### src/rtl/qpsk_rx_pkg.sv
package qpsk_rx_pkg;

  typedef logic [1:0] dibit_t;

  localparam int unsigned DEC_LATENCY = 1;

  function automatic dibit_t quadrant_bits(input logic i_neg, input logic q_neg);
    return {q_neg, i_neg};
  endfunction

  function automatic logic [1:0] pair_weight(input dibit_t d);
    return {1'b0, d[0]} + {1'b0, d[1]};
  endfunction

endpackage

### src/rtl/qpsk_quadrant_slicer.sv
module qpsk_quadrant_slicer
  import qpsk_rx_pkg::*;
#(
  parameter int unsigned IQ_W = 16
) (
  input  logic                   clk,
  input  logic                   rst_n,
  input  logic                   in_valid,
  input  logic signed [IQ_W-1:0] in_i,
  input  logic signed [IQ_W-1:0] in_q,
  output dibit_t                 out_bits,
  output logic                   out_valid
);

  dibit_t bits_d, bits_q;
  logic   valid_d, valid_q;

  always_comb begin
    bits_d  = bits_q;
    valid_d = in_valid;
    if (in_valid) begin
      bits_d = quadrant_bits(in_i < 0, in_q < 0);
    end
  end

  always_ff @(posedge clk or negedge rst_n) begin
    if (!rst_n) begin
      bits_q  <= '0;
      valid_q <= 1'b0;
    end else begin
      bits_q  <= bits_d;
      valid_q <= valid_d;
    end
  end

  assign out_bits  = bits_q;
  assign out_valid = valid_q;

  assert_dec_hold_R3: assert property (@(posedge clk) disable iff (!rst_n)
    !in_valid |=> $stable(out_bits));

  assert_first_quadrant_R1: assert property (@(posedge clk) disable iff (!rst_n)
    (in_valid && in_i >= 0 && in_q >= 0) |=> out_bits == 2'b00);

  assert_third_quadrant_R1: assert property (@(posedge clk) disable iff (!rst_n)
    (in_valid && in_i < 0 && in_q < 0) |=> out_bits == 2'b11);

endmodule

### src/rtl/qpsk_ref_align.sv
module qpsk_ref_align
  import qpsk_rx_pkg::*;
#(
  parameter int unsigned DEPTH = 3
) (
  input  logic   clk,
  input  logic   rst_n,
  input  logic   in_valid,
  input  dibit_t in_bits,
  output logic   out_valid,
  output dibit_t out_bits
);

  logic   vld_d  [DEPTH];
  logic   vld_q  [DEPTH];
  dibit_t bits_d [DEPTH];
  dibit_t bits_q [DEPTH];

  always_comb begin
    vld_d[0]  = in_valid;
    bits_d[0] = in_valid ? in_bits : bits_q[0];
    for (int k = 1; k < DEPTH; k++) begin
      vld_d[k]  = vld_q[k-1];
      bits_d[k] = vld_q[k-1] ? bits_q[k-1] : bits_q[k];
    end
  end

  always_ff @(posedge clk or negedge rst_n) begin
    if (!rst_n) begin
      for (int k = 0; k < DEPTH; k++) begin
        vld_q[k]  <= 1'b0;
        bits_q[k] <= '0;
      end
    end else begin
      for (int k = 0; k < DEPTH; k++) begin
        vld_q[k]  <= vld_d[k];
        bits_q[k] <= bits_d[k];
      end
    end
  end

  assign out_valid = vld_q[DEPTH-1];
  assign out_bits  = bits_q[DEPTH-1];

endmodule

### src/rtl/qpsk_sat_acc.sv
module qpsk_sat_acc #(
  parameter int unsigned W = 32
) (
  input  logic         clk,
  input  logic         rst_n,
  input  logic         en,
  input  logic [1:0]   inc,
  output logic [W-1:0] acc
);

  logic [W:0]   sum;
  logic [W-1:0] acc_d, acc_q;

  always_comb begin
    sum   = {1'b0, acc_q} + {{(W-1){1'b0}}, inc};
    acc_d = acc_q;
    if (en) begin
      acc_d = sum[W] ? {W{1'b1}} : sum[W-1:0];
    end
  end

  always_ff @(posedge clk or negedge rst_n) begin
    if (!rst_n) acc_q <= '0;
    else        acc_q <= acc_d;
  end

  assign acc = acc_q;

  assert_acc_no_wrap_R8: assert property (@(posedge clk) disable iff (!rst_n)
    acc_q >= $past(acc_q));

  assert_acc_idle_R7: assert property (@(posedge clk) disable iff (!rst_n)
    !en |=> $stable(acc_q));

endmodule

### src/rtl/qpsk_hd_rx_ber.sv
module qpsk_hd_rx_ber
  import qpsk_rx_pkg::*;
#(
  parameter int unsigned IQ_W    = 16,
  parameter int unsigned SYM_LAG = 2,
  parameter int unsigned CNT_W   = 32
) (
  input  logic                   clk,
  input  logic                   rst_n,
  input  logic                   ref_valid,
  input  logic [1:0]             ref_bits,
  input  logic                   sym_valid,
  input  logic signed [IQ_W-1:0] sym_i,
  input  logic signed [IQ_W-1:0] sym_q,
  output logic [1:0]             dec_bits,
  output logic                   dec_valid,
  output logic [CNT_W-1:0]       bits_total,
  output logic [CNT_W-1:0]       bits_errored
);

  localparam int unsigned REF_DEPTH = SYM_LAG + DEC_LATENCY;

  dibit_t     slice_bits;
  logic       slice_valid;
  dibit_t     ref_al_bits;
  logic       ref_al_valid;
  logic       cmp_en;
  logic [1:0] err_inc;

  qpsk_quadrant_slicer #(.IQ_W(IQ_W)) slicer_i (
    .clk       (clk),
    .rst_n     (rst_n),
    .in_valid  (sym_valid),
    .in_i      (sym_i),
    .in_q      (sym_q),
    .out_bits  (slice_bits),
    .out_valid (slice_valid)
  );

  qpsk_ref_align #(.DEPTH(REF_DEPTH)) align_i (
    .clk       (clk),
    .rst_n     (rst_n),
    .in_valid  (ref_valid),
    .in_bits   (ref_bits),
    .out_valid (ref_al_valid),
    .out_bits  (ref_al_bits)
  );

  always_comb begin
    cmp_en  = slice_valid & ref_al_valid;
    err_inc = pair_weight(slice_bits ^ ref_al_bits);
  end

  qpsk_sat_acc #(.W(CNT_W)) total_acc_i (
    .clk   (clk),
    .rst_n (rst_n),
    .en    (cmp_en),
    .inc   (2'd2),
    .acc   (bits_total)
  );

  qpsk_sat_acc #(.W(CNT_W)) error_acc_i (
    .clk   (clk),
    .rst_n (rst_n),
    .en    (cmp_en),
    .inc   (err_inc),
    .acc   (bits_errored)
  );

  assign dec_bits  = slice_bits;
  assign dec_valid = slice_valid;

  assert_ref_aligned_R4: assert property (@(posedge clk) disable iff (!rst_n)
    slice_valid == ref_al_valid);

  assert_err_bounded_R6: assert property (@(posedge clk) disable iff (!rst_n)
    bits_errored <= bits_total);

  assert_dec_pulse_R2: assert property (@(posedge clk) disable iff (!rst_n)
    !sym_valid |=> !dec_valid);

endmodule

### config.mk
export PLATFORM = sky130hd
export DESIGN_NAME = qpsk_hd_rx_ber
export DESIGN_NICKNAME = d
export VERILOG_FILES = /design/src/rtl/qpsk_rx_pkg.sv /design/src/rtl/qpsk_quadrant_slicer.sv /design/src/rtl/qpsk_ref_align.sv /design/src/rtl/qpsk_sat_acc.sv /design/src/rtl/qpsk_hd_rx_ber.sv
export SDC_FILE = /design/constraint.sdc
export NUM_CORES = 1
export LEC_CHECK = 0
export ABC_AREA = 1
export BUFFER_PORTS_ARGS = -buffer_cell sky130_fd_sc_hd__buf_2
export CORE_MARGIN = 2
export CORE_UTILIZATION = 25
export CTS_BUF_LIST = sky130_fd_sc_hd__clkbuf_8 sky130_fd_sc_hd__clkbuf_16
export DETAILED_ROUTE_END_ITERATION = 7
export GPL_TIMING_DRIVEN = 1
export PLACE_DENSITY = 0.44
export SLEW_MARGIN = 10
export SYNTH_ARGS = -nofsm -noshare
export SYNTH_HDL_FRONTEND = slang
export SYNTH_SLANG_ARGS = --single-unit
### constraint.sdc
create_clock -name clk -period 6.47 [get_ports clk]
set_clock_uncertainty 0.1 [all_clocks]
set_input_delay 1.294 -clock clk [delete_from_list [all_inputs] [get_ports clk]]
set_output_delay 1.294 -clock clk [all_outputs]
set_load 0.005 [all_outputs]
==> flow_metrics.env <==
export IMPL_crit_path_end_kind="flip-flop"
export IMPL_layout_common_cells="165 x nand2_1, 90 x nor2_1, 76 x dfrtp_1"
export IMPL_grt_first_pass_wirelength_um=19520
export IMPL_arrival_ns=3.10
export IMPL_p_per_area_nw_per_um2=236.1
export IMPL_drive_gt1_frac=0.1813
export IMPL_hpwl_um=8493
export IMPL_syn2layout_area_growth_pct=20.62
export IMPL_drc_errors=0
export IMPL_period_share=0.4557
export IMPL_wl_per_cell_um=13.66
export IMPL_period_minus_slack_ns=2.948
export IMPL_synth_nets=611
export IMPL_viasPerCell=4.485
export IMPL_p_clk_frac=0.423
export IMPL_tns_ns=0
export IMPL_final_util=0.3101
export IMPL_dieArea_sq_um=18170
export IMPL_power_switching_mw=0.3424
export IMPL_row_count=47
export IMPL_grt_pass1_vias=3764
export IMPL_synth_top_area_share=0.4446
export IMPL_clk_pin_slew_ns=0.06
export IMPL_firstDrtPassIters=4
export IMPL_combPwrFrac=0.122
export IMPL_final_hold_violation_count=0
export IMPL_r2r_start="slicer_i.out_bits[0]"
export IMPL_antenna_found_initial=0
export IMPL_tritoncts="done"
export IMPL_critPathRequiredTime_ns=6.62
export IMPL_mostFrequentLayoutCell="nand2_1"
export IMPL_slew_violations=0
export IMPL_outcome="completed"
export IMPL_drt_wl_total_um=11900
export IMPL_fill_cells=1787
export IMPL_netlist_top_cells_area="dfrtp_1 44%, nand2_1 14%, nor2_1 7.9%"
export IMPL_leakage_nw=2.520
export IMPL_nNetsFinal=687
export IMPL_ir_drop_uv=130.4
export IMPL_overflow=0
export IMPL_core_sq_um=16640
export IMPL_cts_sinks=76
export IMPL_die_x_um=134.8
export IMPL_holdBufCountCts=0
export IMPL_post_synth_num_cell_types=32
export IMPL_ys_flop_type="dfrtp_1"
export IMPL_dieHeight_um=134.8
export IMPL_r2r_setup_slack_ns=3.52
export IMPL_post_cts_resized=0
export IMPL_path_max_fanout=31
export IMPL_power_frac_seq=0.456
export IMPL_syn_area_sq_um=4278
export IMPL_yosys_warnings=0
export IMPL_synth_ff_latch_count=76
export IMPL_finalSetupViolCount=0
export IMPL_intPower_mw=0.8758
export IMPL_clk_path_buf_depth=2
export IMPL_io_pin_count=105
export IMPL_cts_buffers=9
export IMPL_maxCapViolCount=0
export IMPL_grt_max_degree=77
export IMPL_slew_headroom=0.3265
export IMPL_synth_edf_count=0
export IMPL_synth_top_area_cell="dfrtp_1"
export IMPL_drt_iter0_drc=251
export IMPL_crit_start="slicer_i.out_bits[0]"
export IMPL_tightestPinTransition_ns=1.010
export IMPL_max_freq_ghz=0.3392
export IMPL_hp_class="reg -> reg"
export IMPL_root_buffer="clkbuf_16"
export IMPL_switching_share=0.2811
export IMPL_htreeDepth=3
export IMPL_rsz0062_at_grt="false"
export IMPL_ys_async_sr_fraction=1.000
export IMPL_gp_congestion=0.7881
export IMPL_reg2regPathDepth=10
export IMPL_clk_latency_ns=0.35
export IMPL_crit_path_start_kind="flip-flop"
export IMPL_diodes=0
export IMPL_grt_total_usage=0.1369
export IMPL_syn_area_per_cell_sq_um=7.505
export IMPL_syn_instance_count=570
export IMPL_start_util=0.2570
export IMPL_io_buffer_count=74
export IMPL_num_vias=3906
export IMPL_post_cts_setup_buffers=0
export IMPL_r2r_end="error_acc_i.acc[23]"
export IMPL_path_class="reg -> reg"
export IMPL_p_total_mw=1.218
export IMPL_worstSetupEndpoint="error_acc_i.acc[23]"
export IMPL_ant_nets=0
export IMPL_ys_seq_area_frac=0.4446
-- power groups by stage --
stage | clock network [mW] | logic (mW) | registers [mW]
after floorplan | 0 | 0.0871 | 0.558
after global placement | 0 | 0.152 | 0.562
after detailed placement | 0 | 0.152 | 0.564
after CTS | 0.533 | 0.153 | 0.556
after global routing | 0.556 | 0.174 | 0.562
final | 0.515 | 0.148 | 0.555
-- final cells by class --
cell class,instances,area (sq um),area share
multi-input cells,427,2101,0.4071
flip-flops and latches,76,1902,0.3686
repair buffers,74,372.9,0.07226
well taps,220,275.3,0.05335
clock buffers,9,225.2,0.04365
inverters,58,217.7,0.04219
clock inverters,7,66.31,0.01285
-- synth_stat cells, types with 5 or more instances --
library cell / n
xnor2_1: 15
nand2_1: 165
nand2_2: 12
nand3b_1: 12
dfrtp_1: 76
inv_1: 57
nor3_1: 5
xor2_1: 11
nor2_1: 90
nand4_1: 17
nand3_1: 64
o21ai_0: 10
-- flip-flops by register name, summed over array words and instances (netlist names) --
signal	flops
align_i.vld_d	2
align_i.bits_q	4
slicer_i.out_valid	1
slicer_i.out_bits	2
align_i.out_valid	1
align_i.out_bits	2
error_acc_i.acc	32
total_acc_i.acc	32
-- per-layer routing --
layer	wire, um	track usage
met5	0	0
met4	167	0.04912
met3	451	0.02590
met2	5411	0.2194
met1	5867	0.1846
-- critical path, cell delays in order, from the launching register on --
cell	delay (ns)
dfrtp_1	0.41
xnor2_1	0.15
fa_1	0.42
inv_1	0.07
ha_1	0.15
nand3_1	0.08
nor2_1	0.18
nand2_1	0.18
nor2_4	0.19
nand3b_2	0.59
nand3_1	0.32
-- through the flow --
step	cells	area (sq um)	hold WS [ns]	setup WS (ns)
2_1_floorplan	570	4278	0.3039	4.296
3_3_place_gp	855	4868	0.3328	3.507
3_5_place_dp	855	4868	0.3293	3.487
4_1_cts	871	5160	0.3471	3.464
5_1_grt	871	5160	0.3668	3.279
6_report	871	5160	0.3497	3.522
-- cell families after synthesis --
| family | count (synthesis) | synth area share |
|---|---|---|
| simple gates | 380 | 0.4004 |
| flops | 76 | 0.4446 |
| buf+inv | 67 | 0.06435 |
| xor+xnor | 26 | 0.05323 |
| compound gates | 14 | 0.01638 |
| mux | 4 | 0.01053 |
| fa+ha+maj | 3 | 0.01053 |
-- worst min-delay path by stage --
stage / from / to / slack, ns / cells after the start
2_1_floorplan: align_i.vld_d[1] / align_i.vld_d[0] / 0.30 / 0
3_3_place_gp: align_i.vld_d[1] / align_i.vld_d[0] / 0.33 / 0
3_5_place_dp: align_i.vld_d[1] / align_i.vld_d[0] / 0.33 / 0
4_1_cts: align_i.vld_d[1] / align_i.vld_d[0] / 0.35 / 0
5_1_grt: align_i.vld_d[1] / align_i.vld_d[0] / 0.37 / 0
6_report: align_i.vld_d[1] / align_i.vld_d[0] / 0.35 / 0
Note: power is estimated with default switching activity, not from simulation.
